$ cat config.mk
export PLATFORM = sky130hd
export DESIGN_NAME = ileave_target_sel
export DESIGN_NICKNAME = d
export VERILOG_FILES = /design/src/rtl/tsel_pkg.sv /design/src/rtl/tsel_range_match.sv /design/src/rtl/tsel_first_hit.sv /design/src/rtl/tsel_target_pick.sv /design/src/rtl/ileave_target_sel.sv
export SDC_FILE = /design/constraint.sdc
export NUM_CORES = 1
export LEC_CHECK = 0
export CORE_AREA = 2 2 379 381
export DETAILED_ROUTE_END_ITERATION = 6
export DIE_AREA = 0 0 381 383
export DONT_BUFFER_PORTS = 1
export GPL_TIMING_DRIVEN = 0
export SLEW_MARGIN = 20
export SYNTH_ARGS = -nofsm -noshare
export SYNTH_HDL_FRONTEND = slang
export SYNTH_SLANG_ARGS = --single-unit
export TNS_END_PERCENT = 1
$ cat constraint.sdc
create_clock -name clk -period 16.8 [get_ports clk]
set_clock_uncertainty 0.1 [all_clocks]
set_input_delay 0.84 -clock clk [delete_from_list [all_inputs] [get_ports clk]]
set_output_delay 0.84 -clock clk [all_outputs]
set_load 0.01 [all_outputs]
$ cat src/rtl/tsel_pkg.sv
package tsel_pkg;

    localparam int ADDR_W     = 64;
    localparam int WORD_W     = 32;
    localparam int TID_W      = 8;
    localparam int IG_W       = 4;
    localparam int IW_W       = 4;
    localparam int IG_LSB     = 0;
    localparam int IW_LSB     = 4;
    localparam int COMMIT_BIT = 8;
    localparam int MAX_IW     = 3;
    localparam int GRAN_SHIFT = 8;
    localparam int KEEP_LO    = 4;
    localparam int DROP_LO    = WORD_W - KEEP_LO;
    localparam int IDX_W      = MAX_IW;
    localparam int TIDS_PER_W = WORD_W / TID_W;

    typedef struct packed {
        logic [ADDR_W-1:0] base;
        logic [ADDR_W-1:0] size;
        logic [IG_W-1:0]   ig;
        logic [IW_W-1:0]   iw;
        logic              committed;
        logic [WORD_W-1:0] tgt_lo;
        logic [WORD_W-1:0] tgt_hi;
    } slot_cfg_t;

    typedef struct packed {
        logic             found;
        logic [TID_W-1:0] target;
    } tsel_rsp_t;

    function automatic logic [ADDR_W-1:0] join_words(input logic [WORD_W-1:0] hi,
                                                     input logic [WORD_W-1:0] lo);
        return {hi, lo[WORD_W-1 -: KEEP_LO], {DROP_LO{1'b0}}};
    endfunction

    function automatic logic [IDX_W-1:0] way_mask(input logic [IW_W-1:0] iw);
        logic [IDX_W-1:0] m;
        m = '0;
        for (int b = 0; b < IDX_W; b++) begin
            if (int'(iw) > b) m[b] = 1'b1;
        end
        return m;
    endfunction

endpackage

$ cat src/rtl/tsel_range_match.sv
module tsel_range_match
    import tsel_pkg::*;
(
    input  logic [ADDR_W-1:0] addr,
    input  logic [ADDR_W-1:0] base,
    input  logic [ADDR_W-1:0] size,
    output logic              hit
);
    logic [ADDR_W:0] limit;
    logic            above_base;
    logic            below_limit;

    always_comb begin
        limit       = {1'b0, base} + {1'b0, size};
        above_base  = ({1'b0, addr} >= {1'b0, base});
        below_limit = ({1'b0, addr} < limit);
        hit         = above_base && below_limit;
    end
endmodule

$ cat src/rtl/tsel_first_hit.sv
module tsel_first_hit #(
    parameter int NUM_SLOTS = 4,
    localparam int SEL_W = (NUM_SLOTS > 1) ? $clog2(NUM_SLOTS) : 1
) (
    input  logic [NUM_SLOTS-1:0] hits,
    output logic                 any_hit,
    output logic [SEL_W-1:0]     sel
);
    always_comb begin
        any_hit = |hits;
        sel     = '0;
        for (int i = NUM_SLOTS - 1; i >= 0; i--) begin
            if (hits[i]) sel = SEL_W'(i);
        end
    end
endmodule

$ cat src/rtl/tsel_target_pick.sv
module tsel_target_pick
    import tsel_pkg::*;
(
    input  logic [ADDR_W-1:0] addr,
    input  slot_cfg_t         cfg,
    output logic              usable,
    output logic [TID_W-1:0]  target
);
    logic [ADDR_W-1:0] shifted;
    logic [IDX_W-1:0]  idx;
    logic [1:0]        byte_sel;
    logic [WORD_W-1:0] word;

    always_comb begin
        shifted  = addr >> (GRAN_SHIFT + int'(cfg.ig));
        idx      = shifted[IDX_W-1:0] & way_mask(cfg.iw);
        word     = idx[IDX_W-1] ? cfg.tgt_hi : cfg.tgt_lo;
        byte_sel = idx[1:0];
        target   = word[byte_sel*TID_W +: TID_W];
        usable   = cfg.committed && (int'(cfg.iw) <= MAX_IW);
    end
endmodule

$ cat src/rtl/ileave_target_sel.sv
module ileave_target_sel
    import tsel_pkg::*;
#(
    parameter int NUM_SLOTS = 4,
    localparam int BUS_W = NUM_SLOTS * WORD_W,
    localparam int SEL_W = (NUM_SLOTS > 1) ? $clog2(NUM_SLOTS) : 1
) (
    input  logic              clk,
    input  logic              rst,
    input  logic              req_valid,
    input  logic [ADDR_W-1:0] req_addr,
    input  logic [BUS_W-1:0]  slot_base_hi,
    input  logic [BUS_W-1:0]  slot_base_lo,
    input  logic [BUS_W-1:0]  slot_size_hi,
    input  logic [BUS_W-1:0]  slot_size_lo,
    input  logic [BUS_W-1:0]  slot_ctrl,
    input  logic [BUS_W-1:0]  slot_tgt_lo,
    input  logic [BUS_W-1:0]  slot_tgt_hi,
    output logic              rsp_valid,
    output logic              rsp_found,
    output logic [TID_W-1:0]  rsp_target
);
    slot_cfg_t          cfg [NUM_SLOTS];
    logic [NUM_SLOTS-1:0] hits;
    logic               any_hit;
    logic [SEL_W-1:0]   sel;
    slot_cfg_t          chosen;
    logic               usable;
    logic [TID_W-1:0]   pick;
    tsel_rsp_t          rsp_d;
    tsel_rsp_t          rsp_q;
    logic               valid_q;

    for (genvar s = 0; s < NUM_SLOTS; s++) begin : g_slot
        logic [WORD_W-1:0] ctrl_w;
        always_comb begin
            ctrl_w            = slot_ctrl[s*WORD_W +: WORD_W];
            cfg[s].base       = join_words(slot_base_hi[s*WORD_W +: WORD_W],
                                           slot_base_lo[s*WORD_W +: WORD_W]);
            cfg[s].size       = join_words(slot_size_hi[s*WORD_W +: WORD_W],
                                           slot_size_lo[s*WORD_W +: WORD_W]);
            cfg[s].ig         = ctrl_w[IG_LSB +: IG_W];
            cfg[s].iw         = ctrl_w[IW_LSB +: IW_W];
            cfg[s].committed  = ctrl_w[COMMIT_BIT];
            cfg[s].tgt_lo     = slot_tgt_lo[s*WORD_W +: WORD_W];
            cfg[s].tgt_hi     = slot_tgt_hi[s*WORD_W +: WORD_W];
        end

        tsel_range_match i_match (
            .addr (req_addr),
            .base (cfg[s].base),
            .size (cfg[s].size),
            .hit  (hits[s])
        );
    end

    tsel_first_hit #(.NUM_SLOTS(NUM_SLOTS)) i_first (
        .hits    (hits),
        .any_hit (any_hit),
        .sel     (sel)
    );

    always_comb begin
        chosen = cfg[0];
        for (int i = 0; i < NUM_SLOTS; i++) begin
            if (sel == SEL_W'(i)) chosen = cfg[i];
        end
    end

    tsel_target_pick i_pick (
        .addr   (req_addr),
        .cfg    (chosen),
        .usable (usable),
        .target (pick)
    );

    always_comb begin
        rsp_d.found  = req_valid && any_hit && usable;
        rsp_d.target = rsp_d.found ? pick : '0;
    end

    always_ff @(posedge clk) begin
        if (rst) begin
            valid_q <= 1'b0;
            rsp_q   <= '0;
        end else begin
            valid_q <= req_valid;
            rsp_q   <= rsp_d;
        end
    end

    assign rsp_valid  = valid_q;
    assign rsp_found  = rsp_q.found;
    assign rsp_target = rsp_q.target;
endmodule

**Yosys cells after proc, flatten, opt, wreduce, memory -nomap -nowiden**

Cells that the tools add are included.

- Register bits: 10
- Bits of input ports: 963
- Logic and storage cells: 47

- Add/sub/neg operators: 5
- Magnitude comparators: 12
- Equality and inequality tests: 3
- Shift-type cells: 2
- Muxes and demuxes: 11
- Bitwise operators: 2
- Reductions and logical operators: 9

Operator list:

| cell | number |
|---|---|
| 64-bit by 64-bit adder with 65-bit output | 4 |
| 64-bit by 65-bit < comparator with 1-bit output | 4 |
| 64-bit greater-or-equal comparator | 4 |
| 73-bit 2-to-1 mux | 3 |
| 64-bit by 32-bit right shift with 3-bit output | 1 |
| 32-bit 2-to-1 mux | 1 |
| 32-bit by 6-bit variable part select with 8-bit output | 1 |
| 4-bit by 1-bit > comparator with 1-bit output, second input constant | 2 |
| 2-bit 2-to-1 mux | 4 |
| 1-bit logical AND | 7 |
| 4-bit by 4-bit adder with 5-bit output, first input constant | 1 |
| 2-bit equality test, second input constant | 2 |
| 4-bit by 2-bit > comparator with 1-bit output, second input constant | 1 |
| 4-bit by 2-bit less-or-equal comparator with 1-bit output, second input constant | 1 |
| 4-bit OR reduction | 1 |
| 3-bit bitwise AND | 1 |
| 1-bit 2-to-1 mux | 3 |
| 2-bit by 1-bit equality test with 1-bit output, second input constant | 1 |
| 2-bit OR reduction | 1 |
| 1-bit inverter | 1 |

**Longest topological paths before layout**

Gate-level depths: netlist of the first run.

- Depth in word-level cells: 16
- Mapped depth: 43
- Depth with buffers taken out: 38

**Modules after synthesis**

A second synthesis of the first run with hierarchy kept.

- Cells, all modules: 4088
- Area, all modules: 32521.2 µm²

Modules (own cells, without submodules):

| module | instances | cells each | area an instance (µm²) |
|---|---|---|---|
| tsel_range_match at g_slot[3].i_match | 1 | 949 | 7016.7 |
| tsel_range_match at g_slot[2].i_match | 1 | 945 | 6934.2 |
| tsel_range_match at g_slot[1].i_match | 1 | 918 | 6781.5 |
| tsel_range_match at g_slot[0].i_match | 1 | 925 | 6765.2 |
| ileave_target_sel | 1 | 199 | 3747.3 |
| tsel_target_pick | 1 | 145 | 1241.2 |
| tsel_first_hit | 1 | 7 | 35.0 |

**Worst setup path before layout of the first run**

OpenSTA, ideal clock, no wires.

- Path kind: input -> register
- Start: in slot_base_lo[60]
- End: reg rsp_q (netlist bit rsp_target[0])
- Library setup time: 136 ps
- Arrival time: 8884 ps
- Required time: 16564 ps
- Path slack: 7680 ps
- Stages on the path: 41
- Buffers on the path: 4
- Cells stage by stage: ha_1 > fa_1 > a211oi_1 > o21ai_0 > a311oi_1 > o31ai_1 > a21o_1 > a21o_1 > a21o_1 > a21o_1 > a2111oi_0 > o21bai_1 > a21oi_1 > o21bai_1 > o311a_1 > o41ai_1 > o21bai_1 > a21oi_1 > (+5 left out) > o211ai_1 > o21a_1 > a21oi_1 > nor2_2 > and3_1 > buf_2 > nor4b_2 > a32o_1 > clkbuf_1 > nor2_1 > a22o_1 > nor3_1 > o21ba_1 > buf_2 > buf_6 > mux4_2 > a22oi_1 > o221ai_1

- Word-level cells in the longest chain between the ends: 14

Ends and longest elaborated chain:

| item | line | RTL |
|---|---|---|
| from (decl) | ileave_target_sel.sv:13 | `input logic [BUS_W-1:0] slot_base_lo,` |
| 64-bit by 64-bit adder with 65-bit output | tsel_range_match.sv:14 | `limit = {1'b0, base} + {1'b0, size};` |
| 64-bit by 65-bit < comparator with 1-bit output | tsel_range_match.sv:16 | `below_limit = ({1'b0, addr} < limit);` |
| 1-bit logical AND (*) | tsel_range_match.sv:17 | `hit = above_base && below_limit;` |
| 2-bit 2-to-1 mux (2 in series) | tsel_first_hit.sv:13 | `if (hits[i]) sel = SEL_W'(i);` |
| 2-bit by 1-bit equality test with 1-bit output | ileave_target_sel.sv:66 | `if (sel == SEL_W'(i)) chosen = cfg[i];` |
| 73-bit 2-to-1 mux (3 in series) | ileave_target_sel.sv:66 |  |
| 4-bit by 4-bit adder with 5-bit output (tied with other cells) | tsel_target_pick.sv:15 | `shifted = addr >> (GRAN_SHIFT + int'(cfg.ig));` |
| 64-bit by 32-bit right shift with 3-bit output (tied with other cells) | tsel_target_pick.sv:15 |  |
| 3-bit bitwise AND / 1-bit logical AND (equally long branches) | tsel_target_pick.sv:16, ileave_target_sel.sv:78 |  |
| 32-bit 2-to-1 mux / 1-bit inverter (equally long branches) | -- |  |
| 32-bit by 6-bit variable part select with 8-bit output / 2-bit OR reduction (equally long branches) | -- |  |
| to (signal assigned) | ileave_target_sel.sv:88 | `rsp_q <= rsp_d;` |
| to (decl) | ileave_target_sel.sv:31 | `tsel_rsp_t rsp_q;` |

Mark *: on every way between the ends. The rest lies on a longest branch, timed or not.
A chain may end at the register's enable or synchronous reset.

**Final worst setup path of the first run**

- Start: in slot_base_lo[60]
- End: reg rsp_q (netlist bit rsp_target[2])

The elaborated chain is that of the path after synthesis.

==> impl_metrics.env, run 1 <==
export IMPL_drtIter0Drc=1269
export IMPL_num_rows=139
export IMPL_drt_vias_per_instance=4.24
export IMPL_grt_pass1_vias=16600
export IMPL_fin_setup_tns_ns=0
export IMPL_critPathMaxFanout=10
export IMPL_rsz0062_at_grt="no"
export IMPL_cts_path_max_buffers=2
export IMPL_grt_antenna_before_repair=43
export IMPL_crit_type="input port to flip-flop"
export IMPL_cts_root_buf="clkbuf_16"
export IMPL_ios=973
export IMPL_period_needed_ns=13.46
export IMPL_syn_area_per_cell_um2=7.58
export IMPL_final_period_utilization_pct=80.1
export IMPL_start_util_pct=11.8
export IMPL_gr_total_overflow=0
export IMPL_numCtsBuffers=3
export IMPL_port_buffers=0
export IMPL_fp_dieArea_mm2=0.146
export IMPL_required_ns=16.79
export IMPL_stdcell_area_mm2=0.0194
export IMPL_worst_slack_ns=3.34
export IMPL_dieHeight_um=383
export IMPL_irDropWorstVdd_v=0.0000517
export IMPL_htreeDepth=1
export IMPL_synth_seq_cells=10
export IMPL_status="finished, final reports clean"
export IMPL_ys_seq_area_share_pct=1.19
export IMPL_post_cts_buffers=0
export IMPL_first_pass_iters=5
export IMPL_endpoint_kind="flip-flop"
export IMPL_timing_fmax_ghz=0.0743
export IMPL_grt_max_degree=11
export IMPL_syn_to_final_growth_pct=15.6
export IMPL_post_dp_hpwl_um=89600
export IMPL_layout_drive_gt1_share_pct=4.45
export IMPL_coreArea_mm2=0.142
export IMPL_postRouteAntennaNets=0
export IMPL_syn_area_mm2=0.0168
export IMPL_finalNetCount=3621
export IMPL_synth_flop_cell="dfxtp_1"
export IMPL_cts_sinks=10
export IMPL_synth_cells=2216
export IMPL_start_kind="input port"
export IMPL_hold_violations=0
export IMPL_ctsHoldBuffers=0
export IMPL_leakage_nw=8.89
export IMPL_cts_tree="done"
export IMPL_async_flop_share_pct=0
export IMPL_dpl_instance_area_mm2=0.0193
export IMPL_synth_edf_count=0
export IMPL_cp_common_cell="a21o_1"
export IMPL_pre_cts_ws_ns=3.13
export IMPL_clkTransAtPathRegs_ns=0.04
export IMPL_routed_wl_um=98600
export IMPL_cp_data_arrival_time_ns=13.44
export IMPL_drc=0
export IMPL_cp_buffers_inverters=3
export IMPL_critPathSlowestCell="a311oi_1"
export IMPL_relSlewSlack_pct=19.8
export IMPL_max_cap_violations=0
export IMPL_hp_class="input port to flip-flop"
export IMPL_cts_resized=0
export IMPL_worst_slew_pin_slew_ns=1.19
export IMPL_die_w_um=381
export IMPL_pwr_density_cell_mw_per_mm2=58.0
export IMPL_post_drt_wl_per_cell_um=23.7
export IMPL_final_setup_viol_count=0
export IMPL_finalMaxSlewViolations=0
export IMPL_ys_warn_count=0
export IMPL_grtUsageTotal_pct=12.8
export IMPL_vias=17600
export IMPL_grt_pass1_wl_um=131000
export IMPL_synth_cell_type_count=83
export IMPL_cp_slowest_stage_delay_ns=0.79
export IMPL_critPathTopFamily="compound AO/OA/AOI/OAI gates"
export IMPL_syn_nets=3611
export IMPL_place_congestion=0.916
[report_power, final]
| part | switching, mW | internal [mW] | leakage (nW) | total [mW] |
|---|---|---|---|---|
| registers | 0.00437 | 0.0265 | 0.0810 | 0.0309 |
| clock network | 0.0117 | 0.0358 | 0.0443 | 0.0476 |
| logic | 0.609 | 0.439 | 8.76 | 1.05 |
[state kept, by name, summed over array words and instances (netlist names)]
signal and cells:
rsp_valid 1, rsp_target 8, rsp_found 1
[Yosys cell counts, types with 13 or more instances]
cell type | count | area share [%]
nand2_1 | 140 | 3.1
nor3_1 | 35 | 1.0
xor2_1 | 72 | 3.8
o21a_1 | 36 | 1.6
xnor2_1 | 49 | 2.6
o21bai_1 | 23 | 1.0
ha_1 | 428 | 32
and3_1 | 25 | 0.93
or3_1 | 13 | 0.48
nand2b_1 | 38 | 1.4
and4_1 | 16 | 0.83
nor2b_1 | 26 | 0.97
o211ai_1 | 26 | 1.2
mux2i_1 | 119 | 7.1
a211oi_1 | 38 | 1.7
nor2_1 | 129 | 2.9
clkbuf_1 | 21 | 0.47
a21oi_1 | 208 | 6.2
mux4_2 | 16 | 2.1
nand4_1 | 42 | 1.6
inv_1 | 188 | 4.2
a21o_1 | 95 | 4.2
mux2_2 | 21 | 1.4
nand3_1 | 47 | 1.4
o21ai_0 | 149 | 4.4
[metrics by stage]
step | hold WS (ns) | utilization, % | cells | total power, mW
after floorplan | 0.819 | - | 2216 | 0.766
after global placement | 0.864 | 13.5 | 4119 | 1.04
after detailed placement | 0.874 | 13.5 | 4124 | 1.06
after CTS | 0.628 | 13.6 | 4128 | 1.11
after global routing | 0.624 | 13.6 | 4137 | 1.23
final | 0.621 | 13.7 | 4151 | 1.13
[cell families (layout without fill, tap and decap cells)]
| logic type | after synthesis | count (layout) | synth area share, % |
|---|---|---|---|
| adders and majority gates | 432 | 432 | 32.4 |
| buffers and inverters | 231 | 240 | 5.36 |
| muxes | 157 | 157 | 10.7 |
| DFF | 10 | 10 | 1.19 |
| and+or+nand+nor | 558 | 558 | 16.7 |
| AOI/OAI and AO/OA | 707 | 707 | 27.4 |
| xor gates and xnor gates | 121 | 121 | 6.31 |
| other | 0 | 23 | 0 |
[area by class of cell]
type / instances / area (µm²)
Fill cell: 16500 / 123000
Multi-Input combinational cell: 1975 / 15800
Tap cell: 1903 / 2380
Inverter: 190 / 713
Sequential cell: 10 / 200
Buffer: 41 / 186
Clock buffer: 4 / 88.8
Antenna cell: 23 / 57.6
Timing Repair Buffer: 5 / 40.0
[cell usage in the layout (no fill, tap or decap), types with 8 or more instances in the layout]
cell	instances
nand2b_1	38
buf_1	10
inv_1	188
o21bai_1	23
mux4_2	16
a211o_1	8
nand3_1	47
nand4_1	42
or3_1	13
nor3_1	33
or2_2	9
o31ai_1	11
nand2_1	140
and3_1	25
o21a_1	36
o211ai_1	26
nor2b_1	26
xnor2_1	49
o221ai_1	11
a21oi_1	207
clkbuf_1	21
dfxtp_1	10
a31oi_1	8
mux2i_1	119
nor2_1	129
a21o_1	95
diode_2	23
and2_1	10
ha_1	428
nor4_1	11
and4_1	16
o21ai_0	149
xor2_1	72
a211oi_1	37
a22oi_1	11
mux2_2	21
[path summary, 6_finish.rpt]
check / startpoint / to / depth (start not counted)
max: slot_base_lo[60] / rsp_target[2]$_SDFF_PP0_ / 38
min: rst / rsp_valid$_SDFF_PP0_ / 1
[per-layer routing]
| layer | global-route usage (%) | wire length, µm | up-vias |
|---|---|---|---|
| met5 | 0.893 | 249 | - |
| met4 | 1.26 | 1050 | 36 |
| met2 | 17.2 | 37300 | 769 |
| li1 | - | - | 8414 |
| met1 | 18.8 | 48500 | 8295 |
| met3 | 5.50 | 11500 | 94 |
Power figures use the tool's default switching activity.
==> run 2: changes to the inputs <==
--- a/config.mk
+++ b/config.mk
@@ -5,9 +5,9 @@
 export SDC_FILE = /design/constraint.sdc
 export NUM_CORES = 1
 export LEC_CHECK = 0
-export CORE_AREA = 2 2 379 381
+export CORE_AREA = 2 2 380 382
 export DETAILED_ROUTE_END_ITERATION = 6
-export DIE_AREA = 0 0 381 383
+export DIE_AREA = 0 0 382 384
 export DONT_BUFFER_PORTS = 1
 export GPL_TIMING_DRIVEN = 0
 export SLEW_MARGIN = 20
==> constraint.sdc (replaced) <==
create_clock -name clk -period 12.1 [get_ports clk]
set_clock_uncertainty 0.1 [all_clocks]
set_input_delay 0.605 -clock clk [delete_from_list [all_inputs] [get_ports clk]]
set_output_delay 0.605 -clock clk [all_outputs]
set_load 0.01 [all_outputs]
==> impl_metrics.env, run 2 (same netlist as run 1, synthesis figures left out) <==
export IMPL_layout_common_cells="ha_1, a21oi_1, inv_1"
export IMPL_syn_to_final_growth_pct=16.5
export IMPL_grtUsageTotal_pct=12.9
export IMPL_final_common_cell="ha_1"
export IMPL_final_period_utilization_pct=93.7
export IMPL_max_cap_violations=0
export IMPL_vias=17700
export IMPL_power_mw=1.57
export IMPL_required_ns=12.12
export IMPL_fin_hold_ws_ns=0.603
export IMPL_hold_depth=3
export IMPL_htreeDepth=1
export IMPL_post_route_util_pct=13.7
export IMPL_coreArea_mm2=0.143
export IMPL_routed_wl_um=99800
export IMPL_fp_dieArea_mm2=0.147
export IMPL_cts_sinks=10
export IMPL_final_setup_viol_count=0
export IMPL_clkTransAtPathRegs_ns=0.06
export IMPL_post_dp_hpwl_um=90300
export IMPL_min_from="slot_tgt_hi[102]"
export IMPL_leakage_nw=8.95
export IMPL_min_to="rsp_target[6]$_SDFF_PP0_"
export IMPL_cp_data_arrival_time_ns=11.36
export IMPL_post_drt_wl_per_cell_um=24.1
export IMPL_drt_vias_per_instance=4.28
export IMPL_grt_antenna_before_repair=48
export IMPL_hold_violations=0
export IMPL_grt_pass1_wl_um=132000
export IMPL_num_rows=139
export IMPL_pwr_density_cell_mw_per_mm2=80.2
export IMPL_finalNetCount=3625
export IMPL_fill_cells=16300
export IMPL_start_util_pct=11.8
export IMPL_dp_cells=4123
export IMPL_first_pass_iters=5
export IMPL_critPathTopFamily="compound AO/OA/AOI/OAI gates"
export IMPL_status="finished, final reports clean"
export IMPL_period_needed_ns=11.34
export IMPL_die_w_um=382
export IMPL_drc=0
export IMPL_port_buffers=0
export IMPL_start_kind="input port"
export IMPL_ios=973
export IMPL_cts_path_max_buffers=2
export IMPL_worst_slack_ns=0.760
export IMPL_cts_root_buf="clkbuf_16"
export IMPL_drtIter0Drc=1396
export IMPL_postRouteAntennaNets=0
export IMPL_pre_cts_ws_ns=-1.98
export IMPL_crit_type="input port to flip-flop"
export IMPL_timing_fmax_ghz=0.0882
export IMPL_finalMaxSlewViolations=0
export IMPL_fin_cells=4149
export IMPL_cp_slowest_stage_delay_ns=0.60
export IMPL_irDropWorstVdd_v=0.0000798
export IMPL_grt_pass1_vias=16600
export IMPL_dieHeight_um=384
export IMPL_place_congestion=0.939
export IMPL_gr_total_overflow=0
export IMPL_largest_register_ffs=8
export IMPL_critPathMaxFanout=10
export IMPL_cts_tree="done"
export IMPL_cp_buffers_inverters=6
export IMPL_numCtsBuffers=3
export IMPL_endpoint_kind="flip-flop"
export IMPL_relSlewSlack_pct=12.0
export IMPL_grt_max_degree=11
export IMPL_layout_drive_gt1_share_pct=5.34
export IMPL_hp_class="input port to flip-flop"
export IMPL_critPathSlowestCell="mux4_2"
export IMPL_worst_slew_pin_slew_ns=1.31
[run 2: cell count changes in the layout (fill, tap and decap cells not counted), moves of 2 or more]
cell      delta
buf_4        +3
a22oi_2      +3
a22oi_1      -3
clkbuf_4     +2
diode_2      -5
o21ai_2      +3
o21ai_0      -4
buf_2        -2
[run 2: what timing repair did]
| item | in CTS | in global routing |
|---|---|---|
| setup endpoints to repair | 8 | 8 |
| setup buffers | 1 | 4 |
| resized for setup | 13 | 15 |
| pin swaps | 1 | 5 |
| hold buffers | 0 | 0 |
[run 2: layer usage]
metal / track usage [%] / wire length [µm] / up-vias
met2: 17.4 / 38200 / 823
li1: - / - / 8392
met4: 1.48 / 1360 / 48
met3: 5.37 / 11400 / 120
met5: 0.552 / 381 / -
met1: 19.0 / 48500 / 8362
[run 2: final cells by class]
type	instances	area [µm²]	area share, %
Buffer	41	193	0.985
Multi-Input combinational cell	1975	15900	81.2
Clock buffer	3	75.1	0.384
Sequential cell	10	200	1.02
Inverter	190	713	3.64
Tap cell	1903	2380	12.2
Timing Repair Buffer	9	73.8	0.377
Antenna cell	18	45.0	0.230
[run 2: worst max-delay path by stage]
stage / start / to / slack, ns / depth (start not counted)
6_report: slot_base_lo[60] / rsp_target[2]$_SDFF_PP0_ / 0.76 / 42
5_1_grt: slot_base_lo[60] / rsp_target[4]$_SDFF_PP0_ / -0.007 / 39
4_1_cts: slot_base_lo[60] / rsp_target[0]$_SDFF_PP0_ / 0.12 / 41
3_5_place_dp: slot_base_lo[60] / rsp_target[2]$_SDFF_PP0_ / -1.98 / 41
3_3_place_gp: slot_base_lo[60] / rsp_target[4]$_SDFF_PP0_ / -2.95 / 37
2_1_floorplan: slot_base_lo[60] / rsp_target[0]$_SDFF_PP0_ / 3.22 / 41
[run 2: metrics by stage]
stage          TNS (ns)  instance area [µm²]
2_1_floorplan         0                16800
3_3_place_gp     -24.01                19200
3_5_place_dp     -14.44                19300
4_1_cts               0                19400
5_1_grt        -0.00694                19500
6_report              0                19600
[run 2: tightest hold or removal path: cells and delay by family]
| kind | cells | cell delay (ns) |
|---|---|---|
| multiplexers | 2 | 0.19 |
| AO/OA/AOI/OAI | 1 | 0.14 |
[run 2: report_power, final]
group	internal, mW	switching [mW]	leakage (nW)
Sequential	0.0367	0.00420	0.0810
Clock	0.0438	0.0292	0.0371
Combinational	0.624	0.832	8.83
==> run 3: changes to the inputs <==
==> constraint.sdc (replaced) <==
create_clock -name clk -period 12.1 [get_ports clk]
set_clock_uncertainty 0.1 [all_clocks]
set_input_delay 2.42 -clock clk [delete_from_list [all_inputs] [get_ports clk]]
set_output_delay 2.42 -clock clk [all_outputs]
set_load 0.01 [all_outputs]
==> impl_metrics.env, run 3 (same netlist as run 1, synthesis figures left out) <==
export IMPL_seqPwrFrac_pct=2.4
export IMPL_cp_data_arrival_time_ns=11.72
export IMPL_num_rows=139
export IMPL_pre_cts_ws_ns=-3.80
export IMPL_grt_pass1_wl_um=133000
export IMPL_die_w_um=382
export IMPL_ios=973
export IMPL_finalMaxSlewViolations=0
export IMPL_post_drt_wl_per_cell_um=24.2
export IMPL_final_setup_viol_count=0
export IMPL_cts_path_max_buffers=2
export IMPL_routed_wl_um=101000
export IMPL_cts_sinks=10
export IMPL_p_int_mw=0.801
export IMPL_hp_class="input port to flip-flop"
export IMPL_cp_slowest_stage_delay_ns=0.41
export IMPL_pwr_density_cell_mw_per_mm2=85.2
export IMPL_drt_vias_per_instance=4.27
export IMPL_timing_fmax_ghz=0.0856
export IMPL_postRouteAntennaNets=0
export IMPL_dieHeight_um=384
export IMPL_p_comb_share_pct=93.2
export IMPL_syn_to_final_growth_pct=19.7
export IMPL_clockPowerShare_pct=4.4
export IMPL_post_dp_hpwl_um=90300
export IMPL_start_util_pct=11.8
export IMPL_critPathSlowestCell="fa_2"
export IMPL_layout_drive_gt1_share_pct=7.85
export IMPL_sw_frac_of_total_pct=53.2
export IMPL_coreArea_mm2=0.143
export IMPL_hold_violations=0
export IMPL_critPathMaxFanout=10
export IMPL_irDropWorstVdd_v=0.0000829
export IMPL_hold_depth=1
export IMPL_period_needed_ns=11.69
export IMPL_start_kind="input port"
export IMPL_finalNetCount=3652
export IMPL_numCtsBuffers=3
export IMPL_crit_type="input port to flip-flop"
export IMPL_ctsHoldBuffers=0
export IMPL_fp_dieArea_mm2=0.147
export IMPL_cts_root_buf="clkbuf_16"
export IMPL_gr_total_overflow=0
export IMPL_grt_max_degree=11
export IMPL_grt_pass1_vias=16800
export IMPL_first_pass_iters=5
export IMPL_status="finished, final reports clean"
export IMPL_worst_slew_pin_slew_ns=1.22
export IMPL_largest_register_ffs=8
export IMPL_worst_slack_ns=0.412
export IMPL_layout_common_cells="ha_1, a21oi_1, inv_1"
export IMPL_clkTransAtPathRegs_ns=0.06
export IMPL_power_switching_mw=0.911
export IMPL_leakage_nw=9.17
export IMPL_relSlewSlack_pct=17.7
export IMPL_dp_cells=4123
export IMPL_required_ns=12.13
export IMPL_fin_cells=4173
export IMPL_grt_antenna_before_repair=49
export IMPL_cts_tree="done"
export IMPL_power_mw=1.71
export IMPL_min_from="rst"
export IMPL_place_congestion=0.939
export IMPL_min_to="rsp_valid$_SDFF_PP0_"
export IMPL_grtUsageTotal_pct=12.9
export IMPL_drtIter0Drc=1352
export IMPL_vias=17800
export IMPL_final_common_cell="ha_1"
export IMPL_max_cap_violations=0
export IMPL_final_period_utilization_pct=96.6
export IMPL_endpoint_kind="flip-flop"
export IMPL_htreeDepth=1
export IMPL_drc=0
export IMPL_port_buffers=0
-- run 3: area by class of cell --
class | instances | area [µm²]
Buffer | 39 | 228
Fill cell | 16300 | 123000
Sequential cell | 10 | 200
Antenna cell | 15 | 37.5
Inverter | 190 | 713
Tap cell | 1903 | 2380
Multi-Input combinational cell | 1975 | 16100
Clock buffer | 3 | 75.1
Timing Repair Buffer | 38 | 359
-- run 3: worst max-delay path by stage --
stage | startpoint | end | slack (ns)
after floorplan | slot_base_lo[60] | rsp_target[0]$_SDFF_PP0_ | 1.40
after global placement | slot_base_lo[60] | rsp_target[4]$_SDFF_PP0_ | -4.76
after detailed placement | slot_base_lo[60] | rsp_target[2]$_SDFF_PP0_ | -3.80
after CTS | slot_base_hi[13] | rsp_target[2]$_SDFF_PP0_ | 0.01
after global routing | slot_base_lo[61] | rsp_target[2]$_SDFF_PP0_ | -0.05
final | slot_base_lo[60] | rsp_target[1]$_SDFF_PP0_ | 0.41
-- run 3: metrics by stage --
stage                     area (µm²)  hold slack [ns]  util, %  TNS [ns]
after floorplan                16800             2.40        -         0
after global placement         19200             2.63     13.4    -40.35
after detailed placement       19300             2.63     13.5    -30.36
after CTS                      19700             2.38     13.8         0
after global routing           20100             2.39     14.1    -0.142
final                          20100             2.40     14.1         0
-- run 3: worst max-delay path: cells and delay by family --
kind,cells,cell delay (ns)
AOI/OAI and AO/OA,26,5.59
buffers and inverters,6,1.26
muxes,4,1.07
adders and majority gates,3,0.84
and+or+nand+nor,3,0.38
xor gates and xnor gates,1,0.09
-- run 3: repair_timing --
action,4_1_cts,5_1_grt
pin swaps,11,21
gates resized for setup,51,34
setup endpoints to repair,9,8
setup buffers,15,17
cloned,0,2
-- run 3: layer usage --
layer / part of all wire (%) / vias to the layer above / routed length [µm] / track usage (%)
met5: 0.28 / - / 281 / 0.747
met4: 1.3 / 42 / 1290 / 1.46
met3: 11 / 118 / 11500 / 5.28
met2: 39 / 788 / 38900 / 17.5
met1: 48 / 8427 / 48900 / 19.0
li1: - / 8433 / - / -
-- run 3: power by group through the flow --
stage               logic [mW]  registers (mW)  clock network [mW]
floorplan                 1.02          0.0401                   0
global placement          1.38          0.0416                   0
detailed placement        1.40          0.0417                   0
CTS                       1.49          0.0410              0.0724
global route              1.75          0.0409              0.0753
finish                    1.60          0.0409              0.0750
